## src/rtl/pirq_pkg.sv

```systemverilog
package pirq_pkg;
  localparam int unsigned SRC_W   = 8;
  localparam int unsigned BIT_T1  = 0;
  localparam int unsigned BIT_T2  = 1;
  localparam int unsigned BIT_OSC = 2;
  localparam int unsigned BIT_CMP = 3;
  localparam int unsigned BIT_RSV = 4;
  localparam int unsigned BIT_CC  = 5;
  localparam int unsigned BIT_ADC = 6;
  localparam int unsigned BIT_EEP = 7;

  localparam logic SEL_EN   = 1'b0;
  localparam logic SEL_FLAG = 1'b1;

  function automatic logic [SRC_W-1:0] impl_mask(input int unsigned rsv);
    logic [SRC_W-1:0] m;
    m = '1;
    m[rsv] = 1'b0;
    return m;
  endfunction
endpackage

```

## src/rtl/pirq_enable_reg.sv

```systemverilog
module pirq_enable_reg #(
  parameter int unsigned W = 8,
  parameter logic [W-1:0] IMPL_MASK = '1
) (
  input  logic         clk,
  input  logic         rst,
  input  logic         wr,
  input  logic [W-1:0] wr_data,
  output logic [W-1:0] en_o
);
  for (genvar i = 0; i < W; i++) begin : g_bit
    if (IMPL_MASK[i]) begin : g_impl
      logic q;
      always_ff @(posedge clk) begin
        if (rst)     q <= 1'b0;
        else if (wr) q <= wr_data[i];
      end
      assign en_o[i] = q;
    end else begin : g_rsv
      assign en_o[i] = 1'b0;
    end
  end
endmodule

```

## src/rtl/pirq_src_gate.sv

```systemverilog
module pirq_src_gate #(
  parameter int unsigned W = 8,
  parameter int unsigned CC_BIT = 5,
  parameter logic [W-1:0] IMPL_MASK = '1
) (
  input  logic [W-1:0] evt,
  input  logic         pwm_mode,
  output logic [W-1:0] set_ev
);
  localparam logic [W-1:0] CC_ONE = W'(1) << CC_BIT;
  logic [W-1:0] mode_mask;
  always_comb begin
    mode_mask = pwm_mode ? ~CC_ONE : '1;
    set_ev    = evt & mode_mask & IMPL_MASK;
  end
endmodule

```

## src/rtl/pirq_flag_bank.sv

```systemverilog
module pirq_flag_bank #(
  parameter int unsigned W = 8,
  parameter logic [W-1:0] IMPL_MASK = '1
) (
  input  logic         clk,
  input  logic         rst,
  input  logic         wr,
  input  logic [W-1:0] wr_data,
  input  logic [W-1:0] set_ev,
  output logic [W-1:0] flags_o
);
  for (genvar i = 0; i < W; i++) begin : g_bit
    if (IMPL_MASK[i]) begin : g_impl
      logic q;
      always_ff @(posedge clk) begin
        if (rst)            q <= 1'b0;
        else if (set_ev[i]) q <= 1'b1;
        else if (wr)        q <= wr_data[i];
      end
      assign flags_o[i] = q;
    end else begin : g_rsv
      assign flags_o[i] = 1'b0;
    end
  end

  AST_EVT_SETS: assert property (@(posedge clk) disable iff (rst)
    (set_ev != '0) |=> ((flags_o & $past(set_ev)) == $past(set_ev)));
  AST_FLAG_STICKY: assert property (@(posedge clk) disable iff (rst)
    (!wr && set_ev == '0) |=> $stable(flags_o));
  AST_SW_CLEAR: assert property (@(posedge clk) disable iff (rst)
    wr |=> ((flags_o & ~$past(set_ev) & IMPL_MASK) == ($past(wr_data) & ~$past(set_ev) & IMPL_MASK)));
endmodule

```

## src/rtl/pirq_req_gate.sv

```systemverilog
module pirq_req_gate #(
  parameter int unsigned W = 8,
  parameter logic [W-1:0] IMPL_MASK = '1
) (
  input  logic [W-1:0] flags,
  input  logic [W-1:0] en,
  input  logic         glb_en,
  input  logic         per_en,
  output logic         irq
);
  logic any_pend;
  always_comb begin
    any_pend = |(flags & en & IMPL_MASK);
    irq      = glb_en & per_en & any_pend;
  end
endmodule

```

## src/rtl/pirq_ctrl.sv

```systemverilog
module pirq_ctrl
  import pirq_pkg::*;
#(
  parameter int unsigned W = SRC_W,
  parameter int unsigned RSV_BIT = BIT_RSV,
  parameter int unsigned CC_BIT = BIT_CC
) (
  input  logic         clk,
  input  logic         rst,
  input  logic         wr_en,
  input  logic         reg_sel,
  input  logic [W-1:0] wr_data,
  output logic [W-1:0] rd_data,
  input  logic [W-1:0] evt,
  input  logic         pwm_mode,
  input  logic         glb_en,
  input  logic         per_en,
  output logic         irq
);
  localparam logic [W-1:0] IMPL = ~(W'(1) << RSV_BIT);

  logic         wr_en_reg, wr_flag_reg;
  logic [W-1:0] en_q, flags_q, set_ev;

  assign wr_en_reg   = wr_en && (reg_sel == SEL_EN);
  assign wr_flag_reg = wr_en && (reg_sel == SEL_FLAG);

  pirq_enable_reg #(.W(W), .IMPL_MASK(IMPL)) u_en (
    .clk(clk), .rst(rst), .wr(wr_en_reg), .wr_data(wr_data), .en_o(en_q));

  pirq_src_gate #(.W(W), .CC_BIT(CC_BIT), .IMPL_MASK(IMPL)) u_src (
    .evt(evt), .pwm_mode(pwm_mode), .set_ev(set_ev));

  pirq_flag_bank #(.W(W), .IMPL_MASK(IMPL)) u_flags (
    .clk(clk), .rst(rst), .wr(wr_flag_reg), .wr_data(wr_data),
    .set_ev(set_ev), .flags_o(flags_q));

  pirq_req_gate #(.W(W), .IMPL_MASK(IMPL)) u_req (
    .flags(flags_q), .en(en_q), .glb_en(glb_en), .per_en(per_en), .irq(irq));

  assign rd_data = (reg_sel == SEL_FLAG) ? flags_q : en_q;

  AST_IRQ_GATED: assert property (@(posedge clk) disable iff (rst)
    irq |-> (glb_en && per_en && ((flags_q & en_q) != '0)));
  AST_PWM_NO_SET: assert property (@(posedge clk) disable iff (rst)
    (pwm_mode && !wr_flag_reg && !flags_q[CC_BIT]) |=> !flags_q[CC_BIT]);
endmodule

```

## config.mk

```make
export PLATFORM = sky130hd
export DESIGN_NAME = pirq_ctrl
export DESIGN_NICKNAME = d
export VERILOG_FILES = /design/src/rtl/pirq_pkg.sv /design/src/rtl/pirq_enable_reg.sv /design/src/rtl/pirq_src_gate.sv /design/src/rtl/pirq_flag_bank.sv /design/src/rtl/pirq_req_gate.sv /design/src/rtl/pirq_ctrl.sv
export SDC_FILE = /design/constraint.sdc
export NUM_CORES = 1
export LEC_CHECK = 0
export ABC_AREA = 1
export CAP_MARGIN = 20
export CORE_MARGIN = 1.5
export CORE_UTILIZATION = 40
export CTS_CLUSTER_DIAMETER = 120
export CTS_CLUSTER_SIZE = 16
export DETAILED_ROUTE_END_ITERATION = 8
export GPL_TIMING_DRIVEN = 0
export PLACE_DENSITY = 0.71
export REMOVE_ABC_BUFFERS = 1
export SYNTH_ARGS = -nofsm -noshare
export SYNTH_HDL_FRONTEND = slang
export SYNTH_HIERARCHICAL = 1
export SYNTH_SLANG_ARGS = --single-unit
```

## constraint.sdc

```tcl
create_clock -name clk -period 1.5 [get_ports clk]
set_input_delay 0.3 -clock clk [delete_from_list [all_inputs] [get_ports clk]]
set_output_delay 0.3 -clock clk [all_outputs]
set_load 0.03 [all_outputs]
```

# Yosys cells after proc, flatten, opt, wreduce, memory -nomap -nowiden
# Cells that the tools add are included.
# word_totals
output_inout_bits	9
inputBits	23
register_bits	14
# classes
n_mux	16
bitwise_logic	5
reduce_logical	10
# ops
op	n
8-bit bitwise AND	2
1-bit two-way mux	14
2-bit nonzero test	7
8-bit two-way mux	1
7-bit OR reduction	1
6-bit two-way mux	1
1-bit bitwise AND	2
1-bit logical AND	2
1-bit NOT	1

# Depth between registers and ports, before layout
# depth
word_depth	3
ltp_mapped	8
depth_no_buf	6

# Hierarchy
# Netlist, hierarchy kept.
# by_module_without_submodules
module	cells_per_inst	area_each_um2	n_inst
pirq_flag_bank	66	399.1	1
pirq_enable_reg	53	350.3	1
pirq_ctrl	30	116.4	1
pirq_src_gate	10	66.3	1
pirq_req_gate	15	61.3	1

# Worst setup path after synthesis
# No wires, ideal clock.
# synth_timing
path_type	flip-flop to output port
start	register u_flags.g_bit[1].g_impl.q
end	output port irq
slack_ns	0.338
required_ns	1.200
n_path_buf	1
t_arrival_ns	0.862
stages_incl_launch_ff	6
path_cell_list	dfxtp_1 buf_4 nand2_1 nand2_1 nor2_1 a21oi_2
# synth_via
elab_chain_len	3
# synth_rtl
item	line	rtl
from (decl)	pirq_flag_bank.sv:14	logic q;
from (signal assigned)	pirq_flag_bank.sv:18	else if (wr) q <= wr_data[i];
8-bit bitwise AND	pirq_req_gate.sv:13	any_pend = |(flags & en & IMPL_MASK);
7-bit OR reduction	pirq_req_gate.sv:13	
1-bit bitwise AND	pirq_req_gate.sv:14	irq = glb_en & per_en & any_pend;
to (decl)	pirq_ctrl.sv:18	output logic irq
# Every way passes these cells.

# Final worst setup path
# layout_timing
start	register u_en.g_bit[5].g_impl.q
end	output port irq
# layout_via
elab_chain_len	3
# layout_rtl
item	line	rtl
from (decl)	pirq_enable_reg.sv:13	logic q;
from (signal assigned)	pirq_enable_reg.sv:16	else if (wr) q <= wr_data[i];
8-bit bitwise AND	pirq_req_gate.sv:13	
7-bit OR reduction	pirq_req_gate.sv:13	
1-bit bitwise AND	pirq_req_gate.sv:14	
# Every way passes these cells.

==> flow_summary_export.csv <==
group,metric,value,unit
die,start_util,0.436,
pwr,peakVddDrop,0.000378,V
clocking,holdBufCountCts,0,
clocking,clkLatencyLatePin,0.27,ns
synthesis,yosys_warnings,6,
drt,first_pass_iters,4,
drt,wl_per_cell,8.87,um
global_routing,track_usage,0.150,
layout,design_area,1150,um2
timing,post-route-period-util,0.933,
timing,rsz0062_at_grt,"false",
clocking,post_cts_buffers,0,
die,die_height,52.6,um
drt,route.detailed.drc,0,
setup_path,path_class,"reg -> out",
die,rows,17,
global_routing,grt_pass1_wl,3020,um
timing,fin_skew,0,ns
global_routing,grt_remaining_overflow,0,
clocking,clock-root-buffer,"clkbuf_4",
global_routing,grt_pass1_vias,738,
synthesis,postSynthCellCount,172,
timing,worst_pin_slew,0.529,ns
die,ios,32,
die,die_area,2760,um2
global_routing,grtUsageMet1,0.164,
clocking,clkTransAtPathRegs,0.09,ns
drt,drtIter0Drc,11,
placed_design,place_hpwl,1320,um
clocking,cts_tree,"done",
die,die_x,52.6,um
synthesis,synth_area,982,um2
clocking,cts_buffer_depth,2,
setup_path,cp.arrival,1.10,ns
timing,slew_violations,0,
global_routing,antenna_found_initial,0,
clocking,cts_sinks,14,
flow_run,drv_cap,0,
global_routing,groute.layer.met3.usage,0.0229,
timing,hold_viol_final,0,
timing,tns,0,ns
drt,ant_nets,0,
drt,vias_per_cell,4.13,
pwr,p_leak,0.637,nW
hold_path,hold_path_class,"reg -> reg",
setup_path,crit_path_end_kind,"output pin",
layout,drive_gt1_frac,0.112,
global_routing,grt_use_met2,0.275,
outcome,status,"completed",
drt,wirelength,1840,um
pwr,power,0.000934,W
global_routing,busiest_layer,"met2",
placed_design,routabilityCongestion,0.732,
timing,period_minus_slack,1.40,ns
pwr,cellPowerDensity,813,nW/um2
clocking,cts_made_buffers,3,
timing,maxSlewHeadroom,0.647,
setup_path,crit_required,1.20,ns
setup_path,path_max_fanout,3,
global_routing,grt_max_degree,15,
clocking,htreeDepth,1,
timing,fmax,715,MHz
layout,area.growth.synth_to_final,16.9,%
layout,finalNetCount,203,
placed_design,postPlaceCellArea,1100,um2
placed_design,portBuffers,28,
timing,setup_violations,0,
drt,vias,855,
setup_path,start_kind,"flop",
layout,antenna_cells,0,
die,core_area,2250,um2
synthesis,syn_avg_cell_area,5.71,um2
==> sequential cells by signal, summed over array words and instances (netlist names) <==
name	flops
u_en/g_bit.g_impl.q	7
u_flags/g_bit.g_impl.q	7
==> cells in the final DEF (no fill, tap or decap) <==
master and n:
a21oi_2 1, buf_2 1, buf_4 1, clkbuf_4 3, clkbuf_8 1, clkdlybuf4s15_2 7, clkdlybuf4s50_1 19, conb_1 2
dfxtp_1 11, dfxtp_2 3, inv_1 26, inv_4 1, nand2_1 64, nor2_1 37, nor2_2 2
==> layout make-up <==
class                      instances  area [um2]
fill                             235        1110
tap                               28        35.0
multi-input combinational        106         408
clock buffer                       4        36.3
inverter                          27         104
timing repair buffer              28         282
sequential                        14         284
==> power by group <==
part	internal [W]	switching [W]	total (W)
Sequential	0.000400	0.0000191	0.000419
Clock	0.000148	0.000124	0.000271
Combinational	0.000109	0.000134	0.000243
Total	0.000657	0.000277	0.000934
==> final timing paths <==
check | startpoint | cells after the start | to | slack [ns]
worst min register to register | u_en/g_bit[7].g_impl.q$_SDFFE_PP0P_ | 2 | u_en/g_bit[7].g_impl.q$_SDFFE_PP0P_ | 0.49
worst min-delay path | u_en/g_bit[7].g_impl.q$_SDFFE_PP0P_ | 2 | u_en/g_bit[7].g_impl.q$_SDFFE_PP0P_ | 0.49
worst max-delay path | u_en/g_bit[5].g_impl.q$_SDFFE_PP0P_ | 5 | irq | 0.10
worst max register to register | u_flags/g_bit[7].g_impl.q$_SDFFE_PP0P_ | 4 | u_flags/g_bit[7].g_impl.q$_SDFFE_PP0P_ | 0.79
==> routing by layer <==
metal | vias to the layer above | part of all wire
li1 | 477 | -
met5 | - | 0
met1 | 350 | 0.45
met2 | 28 | 0.47
met3 | 0 | 0.078
met4 | 0 | 0
==> worst max-delay path, cell delays in order, from the launching register on <==
cell,delay [ns]
dfxtp_1,0.36
nand2_1,0.06
nand2_1,0.07
nor2_1,0.05
a21oi_2,0.12
buf_4,0.17
==> what timing repair did <==
action,in CTS,in global routing
endpoints found under the setup margin,22,8
gates resized for setup,31,8
cloned,0,0
==> metrics by stage <==
step | util | setup WS (ns) | hold WS (ns) | instances
2_1_floorplan | - | 0.407 | 0.372 | 147
3_3_place_gp | 0.489 | -0.842 | 0.471 | 203
3_5_place_dp | 0.489 | -0.851 | 0.475 | 203
4_1_cts | 0.508 | 0.00716 | 0.487 | 207
5_1_grt | 0.509 | 0.0171 | 0.516 | 207
6_report | 0.509 | 0.100 | 0.487 | 207
(Power assumes the default switching activity.)
